==> src/rtl/rocard_pkg.sv <==
package rocard_pkg;
  localparam int ID_W = 4;
  typedef logic [ID_W-1:0] card_id_t;

  typedef enum logic {
    LATCH_VALUE = 1'b0,
    LATCH_CTRL  = 1'b1
  } latch_sel_e;
endpackage

==> src/rtl/rocard_id_match.sv <==
module rocard_id_match
  import rocard_pkg::*;
#(
  parameter bit STRAP_INV = 1'b0
) (
  input  card_id_t strap_id,
  input  card_id_t rd_key,
  input  card_id_t wr_key,
  output logic     rd_id_ok,
  output logic     wr_id_ok
);
  card_id_t eff_id;

  generate
    if (STRAP_INV) begin : g_inv
      assign eff_id = ~strap_id;
    end else begin : g_dir
      assign eff_id = strap_id;
    end
  endgenerate

  always_comb begin
    rd_id_ok = (rd_key == eff_id);
    wr_id_ok = (wr_key == eff_id);
  end
endmodule

==> src/rtl/rocard_read_port.sv <==
module rocard_read_port #(
  parameter int ADC_W  = 16,
  parameter int DATA_W = 24
) (
  input  logic              clk,
  input  logic              rst_n,
  input  logic              rd_hit,
  input  logic              rd_odd,
  input  logic [ADC_W-1:0]  conv0_res,
  input  logic [ADC_W-1:0]  conv1_res,
  output logic [DATA_W-1:0] rd_data,
  output logic              rd_oe
);
  localparam int PAD_W = DATA_W - ADC_W;

  logic              oe_d, oe_q;
  logic [DATA_W-1:0] data_d, data_q;
  logic [ADC_W-1:0]  pick;

  always_comb begin
    pick   = rd_odd ? conv1_res : conv0_res;
    oe_d   = rd_hit;
    data_d = rd_hit ? {{PAD_W{1'b0}}, pick} : '0;
  end

  always_ff @(posedge clk or negedge rst_n) begin
    if (!rst_n) begin
      oe_q   <= 1'b0;
      data_q <= '0;
    end else begin
      oe_q   <= oe_d;
      data_q <= data_d;
    end
  end

  assign rd_oe   = oe_q;
  assign rd_data = data_q;
endmodule

==> src/rtl/rocard_bias_latch.sv <==
module rocard_bias_latch #(
  parameter int DAC_W   = 12,
  parameter int NUM_DAC = 8
) (
  input  logic               clk,
  input  logic               rst_n,
  input  logic               val_en,
  input  logic               ctl_en,
  input  logic [DAC_W-1:0]   val_in,
  input  logic [NUM_DAC-1:0] ctl_in,
  output logic [DAC_W-1:0]   dac_value,
  output logic [NUM_DAC-1:0] dac_load
);
  logic [DAC_W-1:0]   val_d, val_q;
  logic [NUM_DAC-1:0] ctl_d, ctl_q;
  logic [NUM_DAC-1:0] prev_d, prev_q;

  always_comb begin
    val_d  = val_en ? val_in : val_q;
    ctl_d  = ctl_en ? ctl_in : ctl_q;
    prev_d = ctl_q;
  end

  always_ff @(posedge clk or negedge rst_n) begin
    if (!rst_n) begin
      val_q  <= '0;
      ctl_q  <= '1;
      prev_q <= '1;
    end else begin
      val_q  <= val_d;
      ctl_q  <= ctl_d;
      prev_q <= prev_d;
    end
  end

  generate
    for (genvar k = 0; k < NUM_DAC; k++) begin : g_strobe
      assign dac_load[k] = prev_q[k] & ~ctl_q[k];
    end
  endgenerate

  assign dac_value = val_q;
endmodule

==> src/rtl/rocard_decode.sv <==
module rocard_decode
  import rocard_pkg::*;
#(
  parameter int          ADDR_W    = 16,
  parameter int          DATA_W    = 24,
  parameter int          ADC_W     = 16,
  parameter int          DAC_W     = 12,
  parameter int          NUM_DAC   = 8,
  parameter logic [11:0] WIN_BASE  = 12'hFFB,
  parameter bit          STRAP_INV = 1'b0
) (
  input  logic               clk,
  input  logic               rst_n,
  input  logic [ADDR_W-1:0]  bus_addr,
  input  logic               bus_ysel,
  input  logic               bus_rd,
  input  logic               bus_wr,
  input  logic [DATA_W-1:0]  bus_wdata,
  input  logic [ID_W-1:0]    strap_id,
  input  logic [ADC_W-1:0]   conv0_res,
  input  logic [ADC_W-1:0]   conv1_res,
  output logic [DATA_W-1:0]  rd_data,
  output logic               rd_oe,
  output logic [DAC_W-1:0]   dac_value,
  output logic [NUM_DAC-1:0] dac_load
);
  localparam int WIN_LSB = 4;
  localparam int VETO_B  = 12;

  card_id_t   rd_key, wr_key;
  logic       rd_id_ok, wr_id_ok;
  logic       in_window, rd_hit, wr_ok;
  latch_sel_e wr_target;
  logic       val_en, ctl_en;
  logic [DATA_W-1:16] wdata_unused;

  always_comb begin
    in_window = (bus_addr[ADDR_W-1:WIN_LSB] == WIN_BASE);
    rd_key    = {bus_addr[3], bus_addr[2], bus_addr[1], bus_ysel};
    wr_key    = {bus_wdata[15], bus_wdata[14], bus_wdata[13], bus_addr[0]};
    wr_target = latch_sel_e'(bus_addr[1]);
  end

  rocard_id_match #(.STRAP_INV(STRAP_INV)) id_i (
    .strap_id (strap_id),
    .rd_key   (rd_key),
    .wr_key   (wr_key),
    .rd_id_ok (rd_id_ok),
    .wr_id_ok (wr_id_ok)
  );

  always_comb begin
    rd_hit = bus_rd & in_window & rd_id_ok;
    wr_ok  = bus_wr & in_window & wr_id_ok & ~bus_wdata[VETO_B];
    val_en = wr_ok & (wr_target == LATCH_VALUE);
    ctl_en = wr_ok & (wr_target == LATCH_CTRL);
  end

  assign wdata_unused = bus_wdata[DATA_W-1:16];

  rocard_read_port #(.ADC_W(ADC_W), .DATA_W(DATA_W)) rp_i (
    .clk       (clk),
    .rst_n     (rst_n),
    .rd_hit    (rd_hit),
    .rd_odd    (bus_addr[0]),
    .conv0_res (conv0_res),
    .conv1_res (conv1_res),
    .rd_data   (rd_data),
    .rd_oe     (rd_oe)
  );

  rocard_bias_latch #(.DAC_W(DAC_W), .NUM_DAC(NUM_DAC)) bl_i (
    .clk       (clk),
    .rst_n     (rst_n),
    .val_en    (val_en),
    .ctl_en    (ctl_en),
    .val_in    (bus_wdata[DAC_W-1:0]),
    .ctl_in    (bus_wdata[NUM_DAC-1:0]),
    .dac_value (dac_value),
    .dac_load  (dac_load)
  );
endmodule

==> config.mk <==
export PLATFORM = sky130hd
export DESIGN_NAME = rocard_decode
export DESIGN_NICKNAME = d
export VERILOG_FILES = /design/src/rtl/rocard_pkg.sv /design/src/rtl/rocard_id_match.sv /design/src/rtl/rocard_read_port.sv /design/src/rtl/rocard_bias_latch.sv /design/src/rtl/rocard_decode.sv
export SDC_FILE = /design/constraint.sdc
export NUM_CORES = 1
export LEC_CHECK = 0
export BUFFER_PORTS_ARGS = -buffer_cell sky130_fd_sc_hd__clkbuf_2
export CAP_MARGIN = 20
export CORE_MARGIN = 3
export CORE_UTILIZATION = 45
export DETAILED_ROUTE_END_ITERATION = 16
export PLACE_DENSITY = 0.82
export SYNTH_ARGS = -nofsm -noshare
export SYNTH_HDL_FRONTEND = slang
export SYNTH_SLANG_ARGS = --single-unit
export TNS_END_PERCENT = 10
==> constraint.sdc <==
create_clock -name clk -period 1.8 [get_ports clk]
set_clock_uncertainty 0.05 [all_clocks]
set_input_delay 0.09 -clock clk [delete_from_list [all_inputs] [get_ports clk]]
set_output_delay 0.09 -clock clk [all_outputs]
set_load 0.02 [all_outputs]
==> results_dict.tcl <==
set metrics [dict create \
    hp-start "conv0_res[3]" \
    timing.rr.start "bl_i.dac_value[11]" \
    num_vias 1590 \
    finalCritPeriodShare_pct 77.52 \
    internal_power_mw 1.431 \
    start_util_pct 47.52 \
    p_clk_share_pct 32.7 \
    track_usage_pct 20.88 \
    synthArstFlopShare_pct 100.0 \
    clock.fmax_ghz 0.7167 \
    finalSetupTns_ns 0 \
    core_area_um2 4086 \
    cts.repair.resized 0 \
    cp-start-kind "input pin" \
    powerDensity_nw_per_um2 630.7 \
    first_pass_iters 4 \
    cp-end-kind "flip-flop" \
    die-area_um2 5139 \
    fin_nets 376 \
    n_antenna_cell 0 \
    hold_buffers 36 \
    cts.root.buffer_cell "clkbuf_8" \
    cp.arrival_ns 1.53 \
    cts_buffers 5 \
    drc 0 \
    yosysTopAreaCell "dfrtp_1" \
    gp_congestion 0.8583 \
    synth_top_family_by_area "multiplexers" \
    detail_route.vias_per_cell 4.595 \
    fp.dieW_um 71.69 \
    clk_latency_ns 0.29 \
    required_ns 1.93 \
    drt-initial-drc-count 64 \
    die_h_um 71.69 \
    yosysMostFrequentCell "dfrtp_1" \
    p_comb_share_pct 13.5 \
    fin_crit_ns 1.395 \
    synth_seq_cells 45 \
    boundaryPins 126 \
    htree_num_levels 2 \
    total_power_mw 1.881 \
    power_leakage_nw 1.666 \
    rsz0062_at_grt "no" \
    power_switching_uw 450.7 \
    synth_area_um2 1942 \
    slew_violations 0 \
    swShare_pct 23.95 \
    ys_warn_count 0 \
    dp.cells 302 \
    hp-class "input pin to flip-flop" \
    postSynthAreaPerCell_um2 13.68 \
    synth_common_cells "dfrtp_1, nor2_1, dfstp_2, mux2i_1" \
    clockBufferDepth 2 \
    synth_compound_area_share_pct 1.095 \
    synthToLayoutAreaGrowth_pct 53.61 \
    hold_violations 0 \
    synth.distinct_cells 23 \
    cts_sinks 45 \
    cts_tree "done" \
    grt_pass1_wl_mm 8.252 \
    antenna_found_initial 0 \
    postCtsSetupRepairBufs 0 \
    seqPwrFrac_pct 53.8 \
    synth_edf_count 0 \
    peakVddDrop_mv 0.3560 \
    netlist_instances 142 \
    grt_max_degree 19 \
    layoutNonFillerInstCount 346 \
    layout-drive-gt1-share_pct 54.05 \
    wl_mm 5.096 \
    cp-startpoint "conv0_res[11]" \
    wl_per_cell_um 14.73 \
    setup_viol 0 \
    synthMuxAreaShare_pct 21.78 \
    status "finished, final reports clean" \
    ant_nets 0 \
    yosysSeqAreaShare_pct 59.02 \
    synth_simple_gate_area_share_pct 10.24 \
    synth_xor_xnor_area_share_pct 2.255 \
    ys.flop_type "dfrtp_1" \
    synthAdderAreaFrac_pct 0 \
    synthTopCellsByArea "dfrtp_1, dfstp_2, mux2i_1" \
    critPathKind "input pin to flip-flop" \
    dp.final_hpwl_mm 3.369 \
    worstPathMaxFanout 1 \
    grt.overflow.total 0 \
    first_global_vias 1762 \
    synth_top_area_share_pct 37.37 \
    clkSlewWorstSetupHoldPaths_ns 0.08 \
    r2r_slack_ns 0.98 \
    port_buffers 109 \
    fp-row-count 23 \
    drv_cap 0 \
]
==> per-stage QoR <==
| stage | hold slack (ns) | utilization (%) | instance area (um^2) | setup slack (ns) |
|---|---|---|---|---|
| detailed placement | -0.05295 | 61.94 | 2531 | 0.1193 |
| global route | 0.02879 | 72.99 | 2983 | 0.3637 |
| CTS | 0.001777 | 72.99 | 2983 | 0.4387 |
| floorplan | -0.2556 | - | 1968 | 0.2764 |
| global placement | -0.06021 | 61.94 | 2531 | 0.1195 |
| finish | 0.02169 | 72.99 | 2983 | 0.4046 |
==> power by group through the flow <==
stage / combinational (mW) / sequential [mW] / clock [mW]
floorplan: 0.0797 / 1.03 / 0
global placement: 0.174 / 1.03 / 0
detailed placement: 0.178 / 1.03 / 0
CTS: 0.246 / 1.01 / 0.637
global route: 0.280 / 1.01 / 0.679
finish: 0.255 / 1.01 / 0.614
==> final timing paths <==
| check | to | depth (start not counted) |
|---|---|---|
| worst max-delay path | rp_i.rd_data[11] | 5 |
| worst min-delay path | rp_i.rd_data[3] | 3 |
| worst max register to register | bl_i.dac_value[11] | 1 |
| worst min register to register | bl_i.prev_q[6] | 0 |
| max in group asynchronous | bl_i.prev_q[7] | 3 |
| min in group asynchronous | bl_i.dac_value[5] | 2 |
==> registers in the layout, summed over array words and instances (netlist names) <==
register,cells
rp_i.rd_data,16
rp_i.rd_oe,1
bl_i.prev_q,8
bl_i.dac_value,12
bl_i.ctl_q,8
==> area by class of cell <==
type,count,area (um^2)
multi-input cells,88,716.9
fillers,295,1104
well taps,50,62.56
flip-flops and latches,45,1146
clock inverters,3,22.52
repair buffers,151,950.9
clock buffers,5,68.82
inverters,4,15.01
==> cell usage in the layout, fill, tap and decap left out <==
master	netlist	layout
clkbuf_2	0	109
dlygate4sd3_1	0	36
dfrtp_1	29	29
nor2_1	17	17
mux2i_1	16	16
dfstp_2	16	16
mux2_2	10	10
mux2_4	10	10
nor2b_1	9	9
conb_1	1	8
buf_4	8	6
xor2_1	5	5
clkbuf_8	0	5
inv_1	4	4
clkinvlp_4	0	3
nand4_1	2	2
nand4b_1	2	2
nand2b_1	2	2
nor3_1	1	1
nor3b_1	1	1
nand3_1	1	1
o2111a_1	1	1
a222oi_1	1	1
nor4_1	1	1
nand4_2	1	1
==> worst max-delay path: stages <==
cell and delay [ns]:
dlygate4sd3_1 0.53, clkbuf_2 0.11, mux2i_1 0.15, dlygate4sd3_1 0.60, nor2_1 0.05
==> per-layer routing <==
layer	global-route usage, %	wire (um)	vias to the layer above
met4	8.142	82	0
met1	24.91	2025	734
met3	4.909	353	9
met5	0	0	-
met2	36.33	2634	76
li1	-	-	771
==> kinds of logic after synthesis <==
logic type | after synthesis
AO/OA/AOI/OAI | 2
multiplexers | 36
AND/OR/NAND/NOR | 37
buffers and inverters | 16
flip-flops | 45
other | 1
XOR/XNOR | 5
Power figures use the tool's default switching activity.
